`config.mk`:
```
export PLATFORM = sky130hd
export DESIGN_NAME = mdio_mux_master
export DESIGN_NICKNAME = d
export VERILOG_FILES = /design/src/rtl/mdio_mux_pkg.sv /design/src/rtl/mdio_mux_regs.sv /design/src/rtl/mdio_mux_clkgen.sv /design/src/rtl/mdio_mux_engine.sv /design/src/rtl/mdio_mux_fanout.sv /design/src/rtl/mdio_mux_master.sv
export SDC_FILE = /design/constraint.sdc
export NUM_CORES = 1
export LEC_CHECK = 0
export BUFFER_PORTS_ARGS = -buffer_cell sky130_fd_sc_hd__buf_2
export CAP_MARGIN = 0
export CORE_MARGIN = 4
export CORE_UTILIZATION = 45
export DETAILED_ROUTE_END_ITERATION = 8
export PLACE_DENSITY = 0.66
export SETUP_SLACK_MARGIN = 0.5
export SLEW_MARGIN = 30
export SYNTH_ARGS = -nofsm -noshare
export SYNTH_HDL_FRONTEND = slang
export SYNTH_SLANG_ARGS = --single-unit
```
`constraint.sdc`:
```
create_clock -name clk -period 3 [get_ports clk]
set_input_delay 0.15 -clock clk [delete_from_list [all_inputs] [get_ports clk]]
set_output_delay 0.15 -clock clk [all_outputs]
set_load 0.05 [all_outputs]
```
`src/rtl/mdio_mux_pkg.sv`:
```
package mdio_mux_pkg;

  localparam int FRAME_W   = 64;
  localparam int PARAM_W   = 27;
  localparam int AREG_W    = 21;
  localparam int RD_DRV_W  = 46;

  localparam logic [1:0] ST_C22   = 2'b01;
  localparam logic [1:0] ST_C45   = 2'b00;
  localparam logic [1:0] OP_WR    = 2'b01;
  localparam logic [1:0] OP_RD22  = 2'b10;
  localparam logic [1:0] OP_RD45  = 2'b11;
  localparam logic [1:0] OP_ADDR  = 2'b00;

  localparam logic [FRAME_W-1:0] RD_OE_MASK =
    {{RD_DRV_W{1'b1}}, {(FRAME_W-RD_DRV_W){1'b0}}};

  localparam logic [31:0] CMD_WRITE = 32'd1;
  localparam logic [31:0] CMD_READ  = 32'd2;

  typedef struct packed {
    logic              is_read;
    logic              c45;
    logic              internal;
    logic [3:0]        bus;
    logic [4:0]        phy;
    logic [15:0]       wdata;
    logic [AREG_W-1:0] addr;
  } mdio_cmd_t;

  function automatic logic [FRAME_W-1:0] mk_frame(
    input logic [1:0] st, input logic [1:0] op,
    input logic [4:0] pa, input logic [4:0] ra, input logic [15:0] d);
    return {32'hFFFF_FFFF, st, op, pa, ra, 2'b10, d};
  endfunction

endpackage

```
`src/rtl/mdio_mux_regs.sv`:
```
module mdio_mux_regs
  import mdio_mux_pkg::*;
#(
  parameter int ADDR_W = 10
) (
  input  logic              clk,
  input  logic              rst_n,
  input  logic              cpu_we,
  input  logic [ADDR_W-1:0] cpu_addr,
  input  logic [31:0]       cpu_wdata,
  output logic [31:0]       cpu_rdata,
  input  logic              busy,
  input  logic              xfer_done,
  input  logic              rd_valid,
  input  logic [15:0]       rd_data,
  output logic              start,
  output mdio_cmd_t         cmd,
  output logic              done
);

  localparam logic [ADDR_W-1:0] OFF_PARAM = ADDR_W'('h23C);
  localparam logic [ADDR_W-1:0] OFF_RDATA = ADDR_W'('h240);
  localparam logic [ADDR_W-1:0] OFF_AREG  = ADDR_W'('h244);
  localparam logic [ADDR_W-1:0] OFF_CTRL  = ADDR_W'('h248);
  localparam logic [ADDR_W-1:0] OFF_STAT  = ADDR_W'('h24C);

  logic [PARAM_W-1:0] param_q;
  logic [AREG_W-1:0]  areg_q;
  logic [15:0]        rdata_q;
  logic               done_q;
  logic               ctrl_wr;

  assign ctrl_wr = cpu_we && (cpu_addr == OFF_CTRL) && !busy;
  assign start   = ctrl_wr && ((cpu_wdata == CMD_WRITE) || (cpu_wdata == CMD_READ));
  assign done    = done_q;

  always_comb begin
    cmd.is_read  = (cpu_wdata == CMD_READ);
    cmd.internal = param_q[26];
    cmd.bus      = param_q[25:22];
    cmd.c45      = param_q[21];
    cmd.phy      = param_q[20:16];
    cmd.wdata    = param_q[15:0];
    cmd.addr     = areg_q;
  end

  always_ff @(posedge clk) begin
    if (!rst_n) begin
      param_q <= '0;
      areg_q  <= '0;
      rdata_q <= '0;
      done_q  <= 1'b0;
    end else begin
      if (cpu_we && cpu_addr == OFF_PARAM) param_q <= cpu_wdata[PARAM_W-1:0];
      if (cpu_we && cpu_addr == OFF_AREG)  areg_q  <= cpu_wdata[AREG_W-1:0];
      if (rd_valid) rdata_q <= rd_data;
      if (xfer_done)    done_q <= 1'b1;
      else if (ctrl_wr) done_q <= 1'b0;
    end
  end

  always_comb begin
    unique case (cpu_addr)
      OFF_PARAM: cpu_rdata = {{(32-PARAM_W){1'b0}}, param_q};
      OFF_RDATA: cpu_rdata = {16'd0, rdata_q};
      OFF_AREG:  cpu_rdata = {{(32-AREG_W){1'b0}}, areg_q};
      OFF_STAT:  cpu_rdata = {31'd0, done_q};
      default:   cpu_rdata = 32'd0;
    endcase
  end

endmodule

```
`src/rtl/mdio_mux_clkgen.sv`:
```
module mdio_mux_clkgen #(
  parameter int HALF = 4
) (
  input  logic clk,
  input  logic rst_n,
  input  logic run,
  output logic mdc,
  output logic rise,
  output logic fall
);

  localparam int CW = (HALF > 1) ? $clog2(HALF) : 1;

  logic [CW-1:0] cnt_q;
  logic          mdc_q;
  logic          wrap;

  assign wrap = run && (cnt_q == CW'(HALF - 1));
  assign rise = wrap && !mdc_q;
  assign fall = wrap && mdc_q;
  assign mdc  = mdc_q;

  always_ff @(posedge clk) begin
    if (!rst_n || !run) begin
      cnt_q <= '0;
      mdc_q <= 1'b0;
    end else if (wrap) begin
      cnt_q <= '0;
      mdc_q <= !mdc_q;
    end else begin
      cnt_q <= cnt_q + 1'b1;
    end
  end

endmodule

```
`src/rtl/mdio_mux_engine.sv`:
```
module mdio_mux_engine
  import mdio_mux_pkg::*;
(
  input  logic        clk,
  input  logic        rst_n,
  input  logic        start,
  input  mdio_cmd_t   cmd,
  input  logic        rise,
  input  logic        fall,
  input  logic        mdi,
  output logic        run,
  output logic        mdo,
  output logic        oe,
  output logic        xfer_done,
  output logic        rd_valid,
  output logic [15:0] rd_data,
  output logic        sel_int,
  output logic [3:0]  sel_bus
);

  localparam int BW = $clog2(FRAME_W);

  logic [FRAME_W-1:0] sh_q, oe_q, f2_q;
  logic [FRAME_W-1:0] f1, m1, f2;
  logic [BW-1:0]      bit_q;
  logic               pend_q, run_q, rd_q, int_q;
  logic [3:0]         bus_q;
  logic [15:0]        cap_q;
  logic               last;

  always_comb begin
    if (cmd.c45)
      f1 = mk_frame(ST_C45, OP_ADDR, cmd.phy, cmd.addr[20:16], cmd.addr[15:0]);
    else
      f1 = mk_frame(ST_C22, cmd.is_read ? OP_RD22 : OP_WR, cmd.phy,
                    cmd.addr[4:0], cmd.wdata);
    m1 = (cmd.is_read && !cmd.c45) ? RD_OE_MASK : '1;
    f2 = mk_frame(ST_C45, cmd.is_read ? OP_RD45 : OP_WR, cmd.phy,
                  cmd.addr[20:16], cmd.wdata);
  end

  assign last      = (bit_q == BW'(FRAME_W - 1));
  assign xfer_done = run_q && fall && last && !pend_q;
  assign rd_valid  = xfer_done && rd_q;
  assign rd_data   = cap_q;
  assign run       = run_q;
  assign mdo       = run_q ? sh_q[FRAME_W-1] : 1'b1;
  assign oe        = run_q && oe_q[FRAME_W-1];
  assign sel_int   = int_q;
  assign sel_bus   = bus_q;

  always_ff @(posedge clk) begin
    if (!rst_n) begin
      sh_q <= '0; oe_q <= '0; f2_q <= '0;
      bit_q <= '0; pend_q <= 1'b0; run_q <= 1'b0;
      rd_q <= 1'b0; int_q <= 1'b0; bus_q <= '0; cap_q <= '0;
    end else if (start && !run_q) begin
      sh_q   <= f1;
      oe_q   <= m1;
      f2_q   <= f2;
      bit_q  <= '0;
      pend_q <= cmd.c45;
      run_q  <= 1'b1;
      rd_q   <= cmd.is_read;
      int_q  <= cmd.internal;
      bus_q  <= cmd.bus;
    end else if (run_q) begin
      if (rise) cap_q <= {cap_q[14:0], mdi};
      if (fall) begin
        if (last) begin
          if (pend_q) begin
            sh_q   <= f2_q;
            oe_q   <= rd_q ? RD_OE_MASK : '1;
            bit_q  <= '0;
            pend_q <= 1'b0;
          end else begin
            run_q <= 1'b0;
          end
        end else begin
          sh_q  <= {sh_q[FRAME_W-2:0], 1'b0};
          oe_q  <= {oe_q[FRAME_W-2:0], 1'b0};
          bit_q <= bit_q + 1'b1;
        end
      end
    end
  end

endmodule

```
`src/rtl/mdio_mux_fanout.sv`:
```
module mdio_mux_fanout #(
  parameter int NBUS = 16
) (
  input  logic            sel_int,
  input  logic [3:0]      sel_bus,
  input  logic            mdo,
  input  logic            oe,
  output logic            mdi,
  output logic [NBUS-1:0] int_mdo,
  output logic [NBUS-1:0] int_oe,
  input  logic [NBUS-1:0] int_mdi,
  output logic [NBUS-1:0] ext_mdo,
  output logic [NBUS-1:0] ext_oe,
  input  logic [NBUS-1:0] ext_mdi
);

  logic [NBUS-1:0] hit_int, hit_ext;

  for (genvar i = 0; i < NBUS; i++) begin : g_bus
    assign hit_int[i] = sel_int  && (sel_bus == 4'(i));
    assign hit_ext[i] = !sel_int && (sel_bus == 4'(i));
    assign int_oe[i]  = oe && hit_int[i];
    assign ext_oe[i]  = oe && hit_ext[i];
    assign int_mdo[i] = hit_int[i] ? mdo : 1'b1;
    assign ext_mdo[i] = hit_ext[i] ? mdo : 1'b1;
  end

  assign mdi = (|(int_mdi & hit_int)) | (|(ext_mdi & hit_ext));

endmodule

```
`src/rtl/mdio_mux_master.sv`:
```
module mdio_mux_master
  import mdio_mux_pkg::*;
#(
  parameter int NBUS   = 16,
  parameter int HALF   = 4,
  parameter int ADDR_W = 10
) (
  input  logic              clk,
  input  logic              rst_n,
  input  logic              cpu_we,
  input  logic [ADDR_W-1:0] cpu_addr,
  input  logic [31:0]       cpu_wdata,
  output logic [31:0]       cpu_rdata,
  output logic              mdc,
  output logic [NBUS-1:0]   int_mdo,
  output logic [NBUS-1:0]   int_oe,
  input  logic [NBUS-1:0]   int_mdi,
  output logic [NBUS-1:0]   ext_mdo,
  output logic [NBUS-1:0]   ext_oe,
  input  logic [NBUS-1:0]   ext_mdi
);

  mdio_cmd_t   cmd;
  logic        start, busy, done, xfer_done, rd_valid;
  logic [15:0] rd_data;
  logic        rise, fall, mdo, oe, mdi, sel_int;
  logic [3:0]  sel_bus;

  mdio_mux_regs #(.ADDR_W(ADDR_W)) u_regs (
    .clk, .rst_n, .cpu_we, .cpu_addr, .cpu_wdata, .cpu_rdata,
    .busy, .xfer_done, .rd_valid, .rd_data, .start, .cmd, .done
  );

  mdio_mux_clkgen #(.HALF(HALF)) u_clk (
    .clk, .rst_n, .run(busy), .mdc, .rise, .fall
  );

  mdio_mux_engine u_eng (
    .clk, .rst_n, .start, .cmd, .rise, .fall, .mdi,
    .run(busy), .mdo, .oe, .xfer_done, .rd_valid, .rd_data,
    .sel_int, .sel_bus
  );

  mdio_mux_fanout #(.NBUS(NBUS)) u_fan (
    .sel_int, .sel_bus, .mdo, .oe, .mdi,
    .int_mdo, .int_oe, .int_mdi, .ext_mdo, .ext_oe, .ext_mdi
  );

endmodule

```
# Word level (Yosys, flattened, before mapping)
# Cells that the tools add are included.
[word_totals]
ff_bits = 256
latchBits = 0
mem_bits_rw = 0
romBits = 0
inputBits = 77
out_inout_bits = 97
word_cells = 211
mem_count = 0
[op_classes]
n_addsub = 2
multipliers = 0
div_mod_pow = 0
n_lt_le_gt_ge = 0
n_eq_ne = 26
n_shift = 0
muxes = 62
n_bitwise = 5
n_reduce_logical = 100
[op_table]
columns = ["operator", "n"]
rows = [
  ["2-to-1 mux 64 bit", 10],
  ["one-hot mux 27 bit (4 select lines)", 1],
  ["logical AND 1 bit", 79],
  ["== test 10 bit (second input constant)", 5],
  ["2-to-1 mux 1 bit", 44],
  ["2-to-1 mux 18 bit", 2],
  ["AND 16 bit", 2],
  ["== test 32 x 1 -> 1 bit (second input constant)", 1],
  ["== test 32 x 2 -> 1 bit (second input constant)", 1],
  ["== test 4 bit (second input constant)", 8],
  ["OR reduction 16 bit", 2],
  ["2-to-1 mux 31 bit", 1],
  ["== test 4 x 3 -> 1 bit (second input constant)", 4],
  ["2-to-1 mux 6 bit", 2],
  ["AND reduction 3 bit", 4],
  ["== test 4 x 2 -> 1 bit (second input constant)", 2],
  ["nonzero test 2 bit", 4],
  ["adder 6 x 1 -> 6 bit (second input constant)", 1],
  ["== test 6 bit (second input constant)", 1],
  ["logical NOT 1 bit", 6],
  ["== test 4 x 1 -> 1 bit (second input constant)", 1],
  ["logical NOT 4 bit", 1],
  ["2-to-1 mux 2 bit", 2],
  ["OR reduction 2 bit", 2],
  ["7 further kinds", 9],
]

# Logic depth before layout (Yosys ltp)
[logic_depth]
depth_word = 7
mapped_depth = 9
depth_no_buf = 6

# Modules after synthesis
# From an unflattened synthesis, not the netlist that was laid out.
[unflattened]
cells_unflattened = 1318
hier_area_um2 = 11646.2
[by_module_without_submodules]
columns = ["module", "n_inst", "cells_each", "area_each_um2", "seq_area_each_um2"]
rows = [
  ["mdio_mux_engine", 1, 815, 7509.7, 3703.6],
  ["mdio_mux_regs", 1, 331, 3176.8, 1301.2],
  ["mdio_mux_fanout", 1, 160, 843.3, 0.0],
  ["mdio_mux_clkgen", 1, 12, 116.4, 60.1],
]

# Worst setup path before layout
# Ideal clock, no wire load.
[synth_path]
path_type = "input to register"
from = "in cpu_addr[5]"
to = "reg u_eng.sh_q[10]"
setup_ns = 0.125
t_arrival_ns = 2.182
t_required_ns = 2.875
setup_slack_ns = 0.693
path_stages = 7
n_path_buf = 2
path_cell_list = "or3b_4 or3_4 or4_4 nor3_4 buf_6 buf_2 a211oi_1"
[synth_via]
elab_chain_len = 7
word_cells_on_any_way = 10
cone_classes = "eq/ne (2); mux (1); reduce/logical (7)"
[synth_rtl]
columns = ["item", "line_no", "rtl"]
rows = [
  ["start, declared", "mdio_mux_master.sv:11", "input logic [ADDR_W-1:0] cpu_addr,"],
  ["== test 10 bit (*)", "mdio_mux_regs.sv:33", "assign ctrl_wr = cpu_we && (cpu_addr == OFF_CTRL) && !busy;"],
  ["logical AND 1 bit (*) (2 in series)", "mdio_mux_regs.sv:33", ""],
  ["logical AND 1 bit (*)", "mdio_mux_regs.sv:34", "assign start = ctrl_wr && ((cpu_wdata == CMD_WRITE) || (cpu_wdata == CMD_READ));"],
  ["logical AND 1 bit (*)", "mdio_mux_engine.sv:57", "end else if (start && !run_q) begin"],
  ["inequality test 3 x 2 -> 1 bit (no source line) / nonzero test 2 bit (equally long branches)", "--", ""],
  ["AND reduction 3 bit (no source line)", "--", ""],
  ["end signal, assigned", "mdio_mux_engine.sv:72", "sh_q <= f2_q;"],
  ["end signal, assigned", "mdio_mux_engine.sv:80", "sh_q <= {sh_q[FRAME_W-2:0], 1'b0};"],
  ["end, declared", "mdio_mux_engine.sv:23", "logic [FRAME_W-1:0] sh_q, oe_q, f2_q;"],
]
# Every way passes the cells marked *; elsewhere a longest branch is shown, timed or not.
# A chain may end at the register's enable or synchronous reset.

# Worst setup path in the final report
[layout_path]
from = "reg u_eng.int_q (netlist: u_eng.sel_int)"
to = "reg u_eng.cap_q[0] (netlist: u_eng.rd_data[0])"
[layout_via]
elab_chain_len = 5
word_cells_on_any_way = 38
cone_classes = "bitwise (3); reduce/logical (35)"
[layout_rtl]
columns = ["item", "line_no", "rtl"]
rows = [
  ["start, declared", "mdio_mux_engine.sv:26", "logic pend_q, run_q, rd_q, int_q;"],
  ["start signal, assigned", "mdio_mux_engine.sv:65", "int_q <= cmd.internal;"],
  ["logical NOT 1 bit", "mdio_mux_fanout.sv:21", "assign hit_ext[i] = !sel_int && (sel_bus == 4'(i));"],
  ["logical AND 1 bit", "mdio_mux_fanout.sv:21", ""],
  ["AND 16 bit", "mdio_mux_fanout.sv:28", "assign mdi = (|(int_mdi & hit_int)) | (|(ext_mdi & hit_ext));"],
  ["OR reduction 16 bit", "mdio_mux_fanout.sv:28", ""],
  ["bitwise OR 1 bit (*)", "mdio_mux_fanout.sv:28", ""],
  ["end signal, assigned", "mdio_mux_engine.sv:68", "if (rise) cap_q <= {cap_q[14:0], mdi};"],
  ["end, declared", "mdio_mux_engine.sv:28", "logic [15:0] cap_q;"],
]
# Marked as above.

==> results.md <==
- Crit Reg-Reg Endpoint: u_eng.rd_data[0]$_SDFFE_PN0P_
- Run status: completed
- Maximum clock insertion buffer count: 3
- Non-Filler Instances: 1,870
- Mapped Avg Cell Area: ~8.3 sq um
- Count of nets after finishing: 1,601
- Top library cells by usage in the layout, fill and taps aside: nand2_1 (327), dfxtp_1 (250), buf_2 (167), a21boi_0 (148), nor2_1 (72)
- First-pass GRT wire length: 52,400 um
- Crit path DAT: between 2 and 3 ns
- Leakage Power: about 0.005 uW
- Vias in the first global route: 9,920
- Cell depth of the worst flop-to-flop path: 8
- Number of standard cells after synthesis: 1,375
- Slack of the worst reg-to-reg path: 0.69 ns
- Cell Rows: 58
- Setup repair after global routing missed its margin: false
- Final design area excluding fillers: 13,800 sq um
- Number of enable-type register cells in the synthesized netlist: 0
- Fraction of the mapped netlist area in simple logic gates: 22.2%
- Beginning of the critical path: u_eng.sel_int$_SDFFE_PN0P_
- Share of post-route cells with drive strength above 1: 20.3%
- Average routed wire per standard cell: 17.4 um
- Remaining number of nets flagged by the antenna check after routing: 0
- Register area share after synthesis: 44.2%
- Maximum vdd ir drop: 407 uV
- Complex-gate fraction of the synthesized area: 25.2%
- Largest family of logic cells by synthesized area: compound AO/OA/AOI/OAI gates
- Share of synthesized registers carrying an async set or reset: 0%
- Layout Area Growth over Synthesis: 20.8%
- Area after detailed placement: 12,700 sq um
- Utilization of the core after routing: 55.1%
- Fmax: 433 MHz
- Crit path launch type: flip-flop
- Most frequent standard cell in the layout excluding fill and tap cells: nand2_1
- Number of H-tree branching levels: 1
- Total routing usage reported by global routing: roughly 22%
- Port-buffer cells: 168
- Number of vias after detailed routing: 10.5k
- Fraction of synthesized cell area in xor and xnor cells: less than 1%
- Die H: 168 um
- Vias per inst: between 5 and 6
- Count of distinct cell types in the synthesized netlist: 60
- Final critical-path share of the clock period: between 70% and 80%
- Starting density of the core: 45.6%
- Final GP Congestion: 0.879
- Largest fanout on the critical path: 21
- Number of maximum-capacitance violations: 0
- DRT Pass-1 Iters: 5
- Number of clock buffers inserted by TritonCTS: 27
- Launching point of the worst reg2reg path: u_eng.sel_int$_SDFFE_PN0P_
- Initial antenna violation count: 1
- Worst Hold Launch: ext_mdi[6]
- Worst Hold Path EP: u_eng.rd_data[0]$_SDFFE_PN0P_
- Fraction of synthesized area in multiplexers: 2.58%
- Detailed placement HPWL: roughly 21,000 um
- Data required time of the critical path: about 3.4 ns
- Die area: 28,100 sq um
- Number of clock sinks: roughly 250
- Global route total overflow: 0
- Transition time of the tightest slew-check pin: 0.687 ns
- Pin count of the biggest net entering global routing: 100
- Type of the tightest min-delay check: in2reg
- Worst clock skew on the final layout: 0.0206 ns
- TritonCTS clock tree: built
- Die width: between 150 and 200 um
- Worst hold stages: 4
- Clock transition at the registers of the reported paths: 0.06 ns
- Placeable Area: roughly 25,000 sq um
- Worst skew pair latency: 0.53 ns
- Number of top-level pins: approximately 170
- Drc violations: 0
- TNS Setup: 0 ns
- Relative slew margins: 53.0%
- Synth warn: 0
- Violation count after the first detailed-route iteration: 854
- Total length of routed wires: 32,600 um
- Buffer cell driving the clock tree root: clkbuf_16
- Count of pins over their slew limit: 0
- Clock period minus worst slack: 2.31 ns
- Placed instance count: 1,794
- Endpoints failing hold: 0
- Share of synthesized cell area in full adder, half adder and majority cells: 0.218%
- Total power density per cell area: about 500 nW/um^2
- Count of antenna diodes in the layout: 0
- Count of endpoints failing setup in the final report: 0
- Cell area after technology mapping: 11,500 sq um
- Worst Path Class, Setup: reg2reg
- #FFs+latches synth: 253
- Most used flip-flop cell after synthesis: dfxtp_1
- Worst Setup End Kind: flip-flop
[cell usage after synthesis (all sizes together) (3+ instances only)]
cell type | number | area (sq um)
nand2 | 328 | 1230
dfxtp | 253 | 5060
a21boi | 158 | 1190
clkbuf | 103 | 387
nor2 | 76 | 285
nand3 | 55 | 275
and2 | 46 | 288
o22ai | 37 | 231
o221a | 31 | 349
mux2i | 25 | 250
o21a | 24 | 180
buf | 23 | 131
a22o | 22 | 193
a211oi | 21 | 158
inv | 18 | 67.6
a222oi | 15 | 150
a22oi | 15 | 113
a21oi | 14 | 70.1
nor3 | 12 | 71.3
nor2b | 11 | 68.8
nor4 | 8 | 56.3
o21ai | 8 | 40.0
and3 | 7 | 43.8
a31oi | 6 | 37.5
nand4 | 6 | 37.5
a221oi | 5 | 43.8
nand4b | 5 | 43.8
nor3b | 4 | 30.0
xor2 | 4 | 35.0
nand3b | 3 | 22.5
[registers in the layout (all words and copies together) (netlist names)]
name and count:
u_regs.areg_q 21, u_eng.rd_data 16, u_clk.cnt_q 2, u_regs.rdata_q 16
u_eng.sel_bus 4, u_eng.sh_q 64, u_regs.done 1, u_eng.pend_q 1
u_regs.param_q 27, u_eng.f2_q 28, u_eng.oe_q 64, u_eng.run 1
u_eng.sel_int 1, u_clk.mdc 1, u_eng.bit_q 6
[power breakdown]
| group | internal (uW) | switching [uW] | total, uW |
|---|---|---|---|
| sequential | 3360 | 0.280 | 3360 |
| clock | 1940 | 1310 | 3250 |
| combinational | 110 | 129 | 238 |
| total | 5410 | 1440 | 6850 |
[layer usage]
| metal | up-vias | wire, um | track usage (%) |
|---|---|---|---|
| li1 | 5117 | - | - |
| met1 | 4935 | 14600 | 30.3 |
| met2 | 387 | 14600 | 35.1 |
| met3 | 74 | 2080 | 3.75 |
| met4 | 2 | 1300 | 8.54 |
| met5 | - | 20 | 0 |
[stage by stage]
step / power (uW) / setup WS, ns / hold slack, ns
CTS: 6910 / 0.506 / 0.0396
finish: 6850 / 0.689 / 0.0471
global placement: 3640 / 0.302 / 0.415
floorplan: 3540 / 0.693 / 0.295
global route: 7070 / 0.502 / 0.0645
detailed placement: 3640 / 0.242 / 0.423
[timing repair]
item | 4_1_cts | 5_1_grt
hold buffers | 27 | 0
setup buffers | 2 | 0
gates resized for setup | 1 | 8
endpoints found under the hold margin | 48 | 0
pin swaps | 1 | 0
setup endpoints to repair | 27 | 43
[how the worst max path moves through the flow]
stage                                endpoint  slack (ns)  cells after the start
2_1_floorplan     u_eng.sh_q[10]$_SDFFE_PN0P_        0.69                      7
3_3_place_gp      u_eng.sh_q[24]$_SDFFE_PN0P_        0.30                      8
3_5_place_dp       u_eng.f2_q[2]$_SDFFE_PN0P_        0.24                      8
4_1_cts         u_eng.rd_data[0]$_SDFFE_PN0P_        0.51                      7
5_1_grt        u_regs.rdata_q[6]$_SDFFE_PN0P_        0.50                      6
6_report        u_eng.rd_data[0]$_SDFFE_PN0P_        0.69                      8
[logic make-up (layout without fill, tap and decap cells)]
| kind of cell | after synthesis | after routing |
|---|---|---|
| multiplexers | 28 | 28 |
| flip-flops | 253 | 253 |
| XOR/XNOR | 6 | 6 |
| buffers and inverters | 144 | 305 |
| AND/OR/NAND/NOR | 571 | 571 |
| other | 1 | 5 |
| adder cells (fa/ha/maj) | 2 | 2 |
| AO/OA/AOI/OAI | 370 | 370 |
[final cells by class]
class	count	area [sq um]
Inverter	18	67.6
Fill cell	2331	11300
Tap cell	330	413
Sequential cell	253	5070
Clock buffer	37	763
Timing Repair Buffer	240	1550
Multi-Input combinational cell	982	5880
Clock inverter	10	100
[worst max-delay path, stage by stage (launching register included)]
cell and delay (ns):
dfxtp_1 0.31, buf_4 0.21, inv_1 0.18, and3_1 0.29
a22oi_1 0.20, nor3_1 0.06, a2111oi_0 0.65, buf_4 0.22
a31oi_1 0.07
Power figures use the tool's default switching activity.
